File: src/rtl/ber_pkg.sv
package ber_pkg;
  localparam int ADDR_W  = 4;
  localparam int CMD_LSB = 3;

  typedef enum logic [1:0] {
    CMD_NONE    = 2'd0,
    CMD_CLEAR   = 2'd1,
    CMD_SNAP    = 2'd2,
    CMD_SNAPCLR = 2'd3
  } ber_cmd_e;

  localparam logic [ADDR_W-1:0] A_CTRL = 4'd0;
  localparam logic [ADDR_W-1:0] A_HPH  = 4'd1;
  localparam logic [ADDR_W-1:0] A_VHT  = 4'd2;
  localparam logic [ADDR_W-1:0] A_SBIT = 4'd4;  // up to 4 words
  localparam logic [ADDR_W-1:0] A_SERR = 4'd8;  // up to 4 words
endpackage

File: src/rtl/ber_regs.sv
module ber_regs
  import ber_pkg::*;
#(
  parameter int DATA_W  = 16,
  parameter int COORD_W = 6
) (
  input  logic               clk,
  input  logic               rst,
  input  logic               wr,
  input  logic [ADDR_W-1:0]  addr,
  input  logic [DATA_W-1:0]  wdata,
  output ber_cmd_e           cmd,
  output logic               mon_en,
  output logic               chk_en,
  output logic               cnt_en,
  output logic [COORD_W-1:0] hph,
  output logic [COORD_W-1:0] vht
);
  logic unused_hi;
  assign unused_hi = ^wdata[DATA_W-1:COORD_W];

  always_ff @(posedge clk) begin
    if (rst) begin
      cmd    <= CMD_NONE;
      mon_en <= 1'b0;
      chk_en <= 1'b0;
      cnt_en <= 1'b0;
      hph    <= '0;
      vht    <= '0;
    end else begin
      cmd <= CMD_NONE;  // pulse: lasts one cycle
      if (wr) begin
        if (addr == A_CTRL) begin
          cmd    <= ber_cmd_e'(wdata[CMD_LSB+1:CMD_LSB]);
          cnt_en <= wdata[2];
          chk_en <= wdata[1];
          mon_en <= wdata[0];
        end
        if (addr == A_HPH) hph <= wdata[COORD_W-1:0];
        if (addr == A_VHT) vht <= wdata[COORD_W-1:0];
      end
    end
  end
endmodule

File: src/rtl/ber_sat_counter.sv
module ber_sat_counter #(
  parameter int W = 48
) (
  input  logic         clk,
  input  logic         rst,
  input  logic         clr,
  input  logic         inc,
  output logic [W-1:0] cnt
);
  logic [W-1:0] base;
  logic [W-1:0] nxt;

  always_comb begin
    base = clr ? '0 : cnt;
    nxt  = (inc && !(&base)) ? base + W'(1) : base;
  end

  always_ff @(posedge clk) begin
    if (rst) cnt <= '0;
    else     cnt <= nxt;
  end
endmodule

File: src/rtl/ber_snapshot.sv
module ber_snapshot
  import ber_pkg::*;
#(
  parameter int CNT_W = 48
) (
  input  logic             clk,
  input  logic             rst,
  input  ber_cmd_e         cmd,
  input  logic [CNT_W-1:0] live_bits,
  input  logic [CNT_W-1:0] live_errs,
  output logic [CNT_W-1:0] snap_bits,
  output logic [CNT_W-1:0] snap_errs
);
  always_ff @(posedge clk) begin
    if (rst || cmd == CMD_CLEAR) begin
      snap_bits <= '0;
      snap_errs <= '0;
    end else if (cmd == CMD_SNAP || cmd == CMD_SNAPCLR) begin
      snap_bits <= live_bits;
      snap_errs <= live_errs;
    end
  end
endmodule

File: src/rtl/ber_readback.sv
module ber_readback
  import ber_pkg::*;
#(
  parameter int DATA_W  = 16,
  parameter int CNT_W   = 48,
  parameter int COORD_W = 6
) (
  input  logic               clk,
  input  logic               rst,
  input  logic [ADDR_W-1:0]  addr,
  input  logic               mon_en,
  input  logic               chk_en,
  input  logic               cnt_en,
  input  logic [COORD_W-1:0] hph,
  input  logic [COORD_W-1:0] vht,
  input  logic [CNT_W-1:0]   snap_bits,
  input  logic [CNT_W-1:0]   snap_errs,
  output logic [DATA_W-1:0]  rdata
);
  localparam int WORDS = (CNT_W + DATA_W - 1) / DATA_W;
  localparam int PAD_W = WORDS * DATA_W;

  logic [PAD_W-1:0]  pad_bits;
  logic [PAD_W-1:0]  pad_errs;
  logic [DATA_W-1:0] bit_w [WORDS];
  logic [DATA_W-1:0] err_w [WORDS];
  logic [DATA_W-1:0] sel;

  assign pad_bits = PAD_W'(snap_bits);
  assign pad_errs = PAD_W'(snap_errs);

  for (genvar i = 0; i < WORDS; i++) begin : g_word
    assign bit_w[i] = pad_bits[i*DATA_W +: DATA_W];
    assign err_w[i] = pad_errs[i*DATA_W +: DATA_W];
  end

  always_comb begin
    sel = '0;
    if (addr == A_CTRL) sel = DATA_W'({cnt_en, chk_en, mon_en});
    if (addr == A_HPH)  sel = DATA_W'(hph);
    if (addr == A_VHT)  sel = DATA_W'(vht);
    for (int i = 0; i < WORDS; i++) begin
      if (addr == A_SBIT + ADDR_W'(i)) sel = bit_w[i];
      if (addr == A_SERR + ADDR_W'(i)) sel = err_w[i];
    end
  end

  always_ff @(posedge clk) begin
    if (rst) rdata <= '0;
    else     rdata <= sel;
  end
endmodule

File: src/rtl/ber_snapshot_counter.sv
module ber_snapshot_counter
  import ber_pkg::*;
#(
  parameter int CNT_W   = 48,
  parameter int DATA_W  = 16,
  parameter int COORD_W = 6
) (
  input  logic              clk,
  input  logic              rst,
  input  logic              reg_wr,
  input  logic [ADDR_W-1:0] reg_addr,
  input  logic [DATA_W-1:0] reg_wdata,
  output logic [DATA_W-1:0] reg_rdata,
  input  logic              bit_vld,
  input  logic              bit_rx,
  input  logic              bit_exp
);
  ber_cmd_e           cmd_q;
  logic               mon_en, chk_en, cnt_en;
  logic [COORD_W-1:0] hph, vht;
  logic [CNT_W-1:0]   live [2];
  logic [CNT_W-1:0]   live_bits, live_errs;
  logic [CNT_W-1:0]   snap_bits, snap_errs;
  logic [1:0]         inc_v;
  logic               count_go, clear_live;

  ber_regs #(.DATA_W(DATA_W), .COORD_W(COORD_W)) u_regs (
    .clk(clk), .rst(rst), .wr(reg_wr), .addr(reg_addr), .wdata(reg_wdata),
    .cmd(cmd_q), .mon_en(mon_en), .chk_en(chk_en), .cnt_en(cnt_en),
    .hph(hph), .vht(vht)
  );

  assign count_go   = bit_vld && chk_en && cnt_en;
  assign inc_v      = {count_go && (bit_rx != bit_exp), count_go};
  assign clear_live = (cmd_q == CMD_CLEAR) || (cmd_q == CMD_SNAPCLR);

  // index 0: bits checked, index 1: mismatches
  for (genvar k = 0; k < 2; k++) begin : g_cnt
    ber_sat_counter #(.W(CNT_W)) u_cnt (
      .clk(clk), .rst(rst), .clr(clear_live), .inc(inc_v[k]), .cnt(live[k])
    );
  end

  assign live_bits = live[0];
  assign live_errs = live[1];

  ber_snapshot #(.CNT_W(CNT_W)) u_snap (
    .clk(clk), .rst(rst), .cmd(cmd_q),
    .live_bits(live_bits), .live_errs(live_errs),
    .snap_bits(snap_bits), .snap_errs(snap_errs)
  );

  ber_readback #(.DATA_W(DATA_W), .CNT_W(CNT_W), .COORD_W(COORD_W)) u_rb (
    .clk(clk), .rst(rst), .addr(reg_addr),
    .mon_en(mon_en), .chk_en(chk_en), .cnt_en(cnt_en),
    .hph(hph), .vht(vht), .snap_bits(snap_bits), .snap_errs(snap_errs),
    .rdata(reg_rdata)
  );
endmodule

File: config.mk
export PLATFORM = sky130hd
export DESIGN_NAME = ber_snapshot_counter
export DESIGN_NICKNAME = d
export VERILOG_FILES = /design/src/rtl/ber_pkg.sv /design/src/rtl/ber_regs.sv /design/src/rtl/ber_sat_counter.sv /design/src/rtl/ber_snapshot.sv /design/src/rtl/ber_readback.sv /design/src/rtl/ber_snapshot_counter.sv
export SDC_FILE = /design/constraint.sdc
export NUM_CORES = 1
export LEC_CHECK = 0
export BUFFER_PORTS_ARGS = -buffer_cell sky130_fd_sc_hd__buf_2
export CORE_MARGIN = 4
export CORE_UTILIZATION = 60
export DETAILED_ROUTE_END_ITERATION = 10
export GPL_TIMING_DRIVEN = 1
export HOLD_SLACK_MARGIN = 0.08
export MAX_ROUTING_LAYER = met4
export PLACE_DENSITY = 0.78
export SYNTH_ARGS = -nofsm -noshare
export SYNTH_HDL_FRONTEND = slang
export SYNTH_SLANG_ARGS = --single-unit
File: constraint.sdc
create_clock -name clk -period 7.9 [get_ports clk]
set_input_delay 0.395 -clock clk [delete_from_list [all_inputs] [get_ports clk]]
set_output_delay 0.395 -clock clk [all_outputs]
set_load 0.02 [all_outputs]
## Yosys cells after proc, flatten, opt, wreduce, memory -nomap -nowiden

Index checks and enable logic that the tools add are counted.

| cells by class | value |
|---|---|
| add/subtract/negate cells | 2 |
| equal/unequal tests | 12 |
| mux-type cells | 13 |
| bitwise operators | 2 |
| reduce and logical (&&, ||, !) cells | 17 |

Operators with widths:

| cell | number |
|---|---|
| 48-bit 2-to-1 mux | 4 |
| 48-bit by 1-bit adder with 48-bit output, second input constant | 2 |
| 16-bit 2-to-1 mux | 6 |
| 48-bit AND reduction | 2 |
| 4-bit by 3-bit == test with 1-bit output, second input constant | 3 |
| 4-bit == test, second input constant | 3 |
| 6-bit 2-to-1 mux | 2 |
| 2-bit AND reduction | 3 |
| 1-bit logical AND | 5 |
| 2-bit == test, second input constant | 2 |
| 4-bit by 1-bit == test with 1-bit output, second input constant | 1 |
| 4-bit by 2-bit == test with 1-bit output, second input constant | 1 |
| 4-bit zero test | 1 |
| 1-bit logical OR | 3 |
| 3-bit 2-to-1 mux | 1 |
| 3-bit OR reduction | 1 |
| 2-bit by 1-bit == test with 1-bit output, second input constant | 1 |
| 1-bit zero test | 2 |
| 1-bit NOT | 2 |
| 1-bit != test | 1 |

| word-level totals | value |
|---|---|
| bits in registers | 225 |
| input port bits | 26 |
| output and inout bits | 16 |
| word-level logic and storage cells | 57 |

## Longest topological paths before layout

| logic depth | value |
|---|---|
| word-level depth | 10 |
| mapped depth | 14 |
| gate-level depth less buffers | 9 |

## Cells and area by module

From an unflattened synthesis, not the netlist that was laid out.

| second synthesis, totals | value |
|---|---|
| cell total of the unflattened synthesis | 1371 |
| area total of the unflattened synthesis | 11678.7 um^2 |

By module, submodules not included:

| module | times used | cells an instance | area an instance (um^2) | sequential area each (um^2) |
|---|---|---|---|---|
| ber_sat_counter | 2 | 345 | 2691.3 | 960.9 |
| ber_snapshot | 1 | 429 | 4011.3 | 1921.8 |
| ber_readback | 1 | 181 | 1522.7 | 320.3 |
| ber_regs | 1 | 67 | 732.0 | 340.3 |
| ber_snapshot_counter | 1 | 4 | 30.0 | 0.0 |

## Least setup slack after synthesis

No wires, ideal clock.

| path | value |
|---|---|
| path type | register -> register |
| from | register u_regs.cmd[0] |
| to | register g_cnt[1].u_cnt.cnt[15] |
| setup time | 70 ps |
| arrival | 3011 ps |
| required time | 7830 ps |
| slack | 4818 ps |
| stages on the path, launching flop included | 14 |
| path buffers | 5 |
| clock period less this slack | 3082 ps |
| path through | dfxtp_1 clkbuf_1 clkbuf_1 clkbuf_1 nor2b_1 ha_1 and3_1 and4_1 clkbuf_1 and3_1 a21o_1 buf_2 or3_1 a21oi_1 |

| between the ends | value |
|---|---|
| word-level cells in the longest chain between the ends | 7 |
| elaborated cells on any way between the ends | 9 |
| those cells by class | add/sub: 1; eq/ne: 2; mux: 2; reduce/logical: 4 |

Ends and longest elaborated chain:

| item | line | RTL |
|---|---|---|
| from (decl) | ber_regs.sv:12 | `output ber_cmd_e cmd,` |
| from (signal assigned) | ber_regs.sv:34 | `cmd <= ber_cmd_e'(wdata[CMD_LSB+1:CMD_LSB]);` |
| 2-bit by 1-bit == test with 1-bit output or 2-bit == test (tied branches) | ber_snapshot_counter.sv:35 | `assign clear_live = (cmd_q == CMD_CLEAR) \|\| (cmd_q == CMD_SNAPCLR);` |
| 1-bit logical OR * | ber_snapshot_counter.sv:35 |  |
| 48-bit 2-to-1 mux * | ber_sat_counter.sv:14 | `base = clr ? '0 : cnt;` |
| parallel branches: the longest is 3 deep, another holds 48-bit by 1-bit adder with 48-bit output | n/a |  |
| 48-bit 2-to-1 mux * | ber_sat_counter.sv:15 | `nxt = (inc && !(&base)) ? base + W'(1) : base;` |
| to (signal assigned) | ber_sat_counter.sv:20 | `else cnt <= nxt;` |
| to (decl) | ber_sat_counter.sv:8 | `output logic [W-1:0] cnt` |

Every way passes the cells marked *.
A chain may end at the register's enable or synchronous reset.

## Worst setup path in the final report

| path | value |
|---|---|
| from | register u_regs.cmd[0] |
| to | register g_cnt[1].u_cnt.cnt[22] |

The elaborated chain is that of the path after synthesis.

==> summary.txt <==
Cells and area
  – Nets@finish: 1186
  – Multi-input gate area: about 0.0055 sq mm
  – FF/Latch Area: between 0.004 and 0.005 sq mm
  – Inserted Diodes: 0
  – Commonest non-fill, non-tap cell in the layout: dfxtp_1
  – Layout cells sized above 1: 0.0836
  – Most frequent cells in the layout: dfxtp_1 (223), nor2_1 (214), mux2i_1 (119)
  – Area Overhead vs Synth: 9.49%
  – Filler Cells Inserted: about 1400
  – Layout Utilization: 0.675

Clock network
  – Root Buffer: clkbuf_16
  – Clock Latency Late Sink: 500 ps
  – CTS tree: done
  – Reg clk slew, reported paths: ~60 ps
  – Clk buf depth: 3
  – Post-CTS setup buffers: 0
  – Cts bufs inserted: 23
  – Clk sinks: between 200 and 250
  – Hold-fix buffers, CTS: 0
  – Post-CTS Resized: 0
  – H-tree Lvls: 1

STA
  – Headroom to the max-slew limit: 0.181
  – Setup violations, final: 0
  – Fmax: ~310 MHz
  – Final Cycle Share: 0.410
  – Min cycle time layout: about 3200 ps
  – Setup Skew: approximately 11 ps
  – RSZ-0062 raised after global routing: false
  – Setup tns final: 0 ps
  – Hold Slack: 161 ps
  – Final WS setup: 4660 ps
  – Slew Limit Fails: 0
  – Final Hold Viols: 0
  – Slew @ Worst Pin: roughly 1200 ps

Yosys
  – Mapped Nets: between 1000 and 1500
  – Compound-Gate Fraction of Synth Area: 0.0915
  – Distinct cells, synth: 61
  – Mapped Area: 0.0103 sq mm
  – Yosys warning count: 0
  – Avg Cell Area, Syn: between 8 and 9 sq um
  – Main combinational cell family by area after synthesis: simple AND/OR/NAND/NOR gates
  – Proportion of synthesized area in mux cells: 0.117
  – Sequential fraction of the synthesis area: 0.437
  – Synth Flop Type: dfxtp_1
  – Mapped Cells: 1158
  – Synth Register Bits: between 200 and 250
  – Synth Area in XOR/XNOR: 0.0629
  – Adder-Cell Fraction of Synth Area: 0.00243
  – Number of flops mapped to enable cells by yosys: 0
  – Ys async rst share: 0
  – Post-Synth Simple-Gate Area: 0.260

Worst setup path
  – Worst Path Class, Setup: reg -> reg
  – Critical Path RT: around 8300 ps
  – Startpoint types: flip-flop
  – Setup crit end kind: flip-flop
  – Worst Path Arrival: around 3700 ps
  – CP max FO: 55

GRT
  – Initial antenna violation count: 0
  – First-pass GRT wire length: 42200 microns
  – GRT overflow: 0
  – Vias in the first global route: around 8000
  – Pin count of the biggest net entering global routing: between 60 and 70
  – GRT Total Usage: 0.269

Route
  – Via count: roughly 8600
  – Avg Vias per Cell: approximately 6.2
  – Final ANT Viol Nets: 0
  – DRC viols: 0
  – Total wire length: between 20000 and 30000 microns
  – 1st-pass router iterations: 5
  – Initial drt markers: slightly below 900
  – DR WL/cell: 18.9 microns

Floorplan
  – Die height: about 140 microns
  – Full die area: roughly 0.019 sq mm
  – Boundary Pins: 42
  – Core area: between 0.015 and 0.02 sq mm
  – Initial Util: 0.617
  – Rows: 47
  – Die X: 139 microns

Power and ir drop
  – Leakage power: roughly 4 nW
  – Peak VDD IR: ~180 uV
  – P per Cell Area: 198 mW/mm^2

Place
  – Pre-CTS WS: 4760 ps
  – Post-DP HPWL: between 15000 and 20000 microns
  – Placer Congestion: 0.910
  – I/O Buffers: 31

Job
  – Max-cap violation count: 0

Outcome
  – Status: complete, no violations

Min path
  – Worst min path class: in -> reg
-- worst paths after layout --
path / start / slack [ps] / end / cells past startpoint
worst max-delay path: u_regs.cmd[0]$_SDFF_PP0_ / 4660 / g_cnt[1].u_cnt.cnt[22]$_SDFF_PP0_ / 9
worst min-delay path: reg_wdata[5] / 160 / u_regs.hph[5]$_SDFFE_PP0P_ / 3
worst max register to register: u_regs.cmd[0]$_SDFF_PP0_ / 4660 / g_cnt[1].u_cnt.cnt[22]$_SDFF_PP0_ / 9
worst min register to register: u_snap.snap_errs[26]$_SDFFE_PP0P_ / 490 / u_snap.snap_errs[26]$_SDFFE_PP0P_ / 2
-- kinds of logic (layout without fill, tap and decap cells) --
| logic type | count (synthesis) | in the layout |
|---|---|---|
| XOR/XNOR | 74 | 74 |
| flip-flops | 225 | 225 |
| multiplexers | 120 | 120 |
| adder cells (fa/ha/maj) | 2 | 2 |
| buffers and inverters | 76 | 90 |
| AO/OA/AOI/OAI | 147 | 147 |
| AND/OR/NAND/NOR | 514 | 514 |
-- synthesized netlist by cell type (6+ instances only) --
master	n	share of area
xor2_1	14	0.012
a31oi_1	12	0.0073
nand2_1	53	0.019
inv_1	9	0.0033
nand4_1	33	0.020
a211oi_1	6	0.0044
a22oi_1	36	0.026
clkbuf_1	51	0.019
a21oi_1	50	0.024
nand2b_1	11	0.0067
nor2_1	214	0.078
or3_1	10	0.0061
nand3b_1	8	0.0058
nor2b_1	25	0.015
nor4_1	14	0.0085
buf_2	6	0.0029
and2_1	7	0.0043
and4_1	9	0.0077
xnor2_1	60	0.051
o21ai_0	16	0.0078
nand3_1	50	0.024
and3_1	19	0.012
mux2i_1	119	0.12
nor3_1	23	0.011
dfxtp_1	225	0.44
buf_1	9	0.0033
-- power breakdown --
| group | leakage, nW | internal (mW) | switching, mW |
|---|---|---|---|
| Clock | 0.356 | 0.603 | 0.431 |
| Sequential | 1.81 | 1.14 | 0.00130 |
| Combinational | 1.80 | 0.0150 | 0.0453 |
-- stage by stage --
step                instances  power [mW]  area, sq um
global route             1392        2.29        11300
CTS                      1392        2.24        11300
global placement         1353        1.22        10600
floorplan                1158        1.20        10300
detailed placement       1353        1.22        10600
finish                   1392        2.23        11300
-- metal layers --
metal | routed length [microns] | up-vias | GRT usage
met4 | 669 | 0 | 0.0793
li1 | - | 4113 | -
met3 | 1780 | 46 | 0.0324
met2 | 12000 | 331 | 0.416
met1 | 11800 | 4152 | 0.372
met5 | 0 | - | -
-- area by class of cell --
type | instances | area share
inverters | 9 | 0.00300
clock inverters | 7 | 0.00533
clock buffers | 32 | 0.0576
multi-input cells | 857 | 0.489
well taps | 220 | 0.0244
repair buffers | 42 | 0.0211
flip-flops and latches | 225 | 0.400
-- state kept, by name, indices dropped and copies added, names as in the netlist --
register	count
u_regs.vht	6
g_cnt.u_cnt.cnt	96
u_regs.mon_en	1
u_regs.hph	6
u_regs.cnt_en	1
u_snap.snap_errs	48
u_regs.chk_en	1
u_rb.rdata	16
u_snap.snap_bits	48
u_regs.cmd	2
-- worst max-delay path, stage by stage, from the launching register on --
cell     delay, ps
dfxtp_2        310
buf_4          510
nor2b_2        130
ha_1           220
and3_1         220
and4_1         290
and3_1         430
a21o_1         410
or4_1          440
a21oi_1        150
No activity file was read; power rests on OpenSTA's default activity.
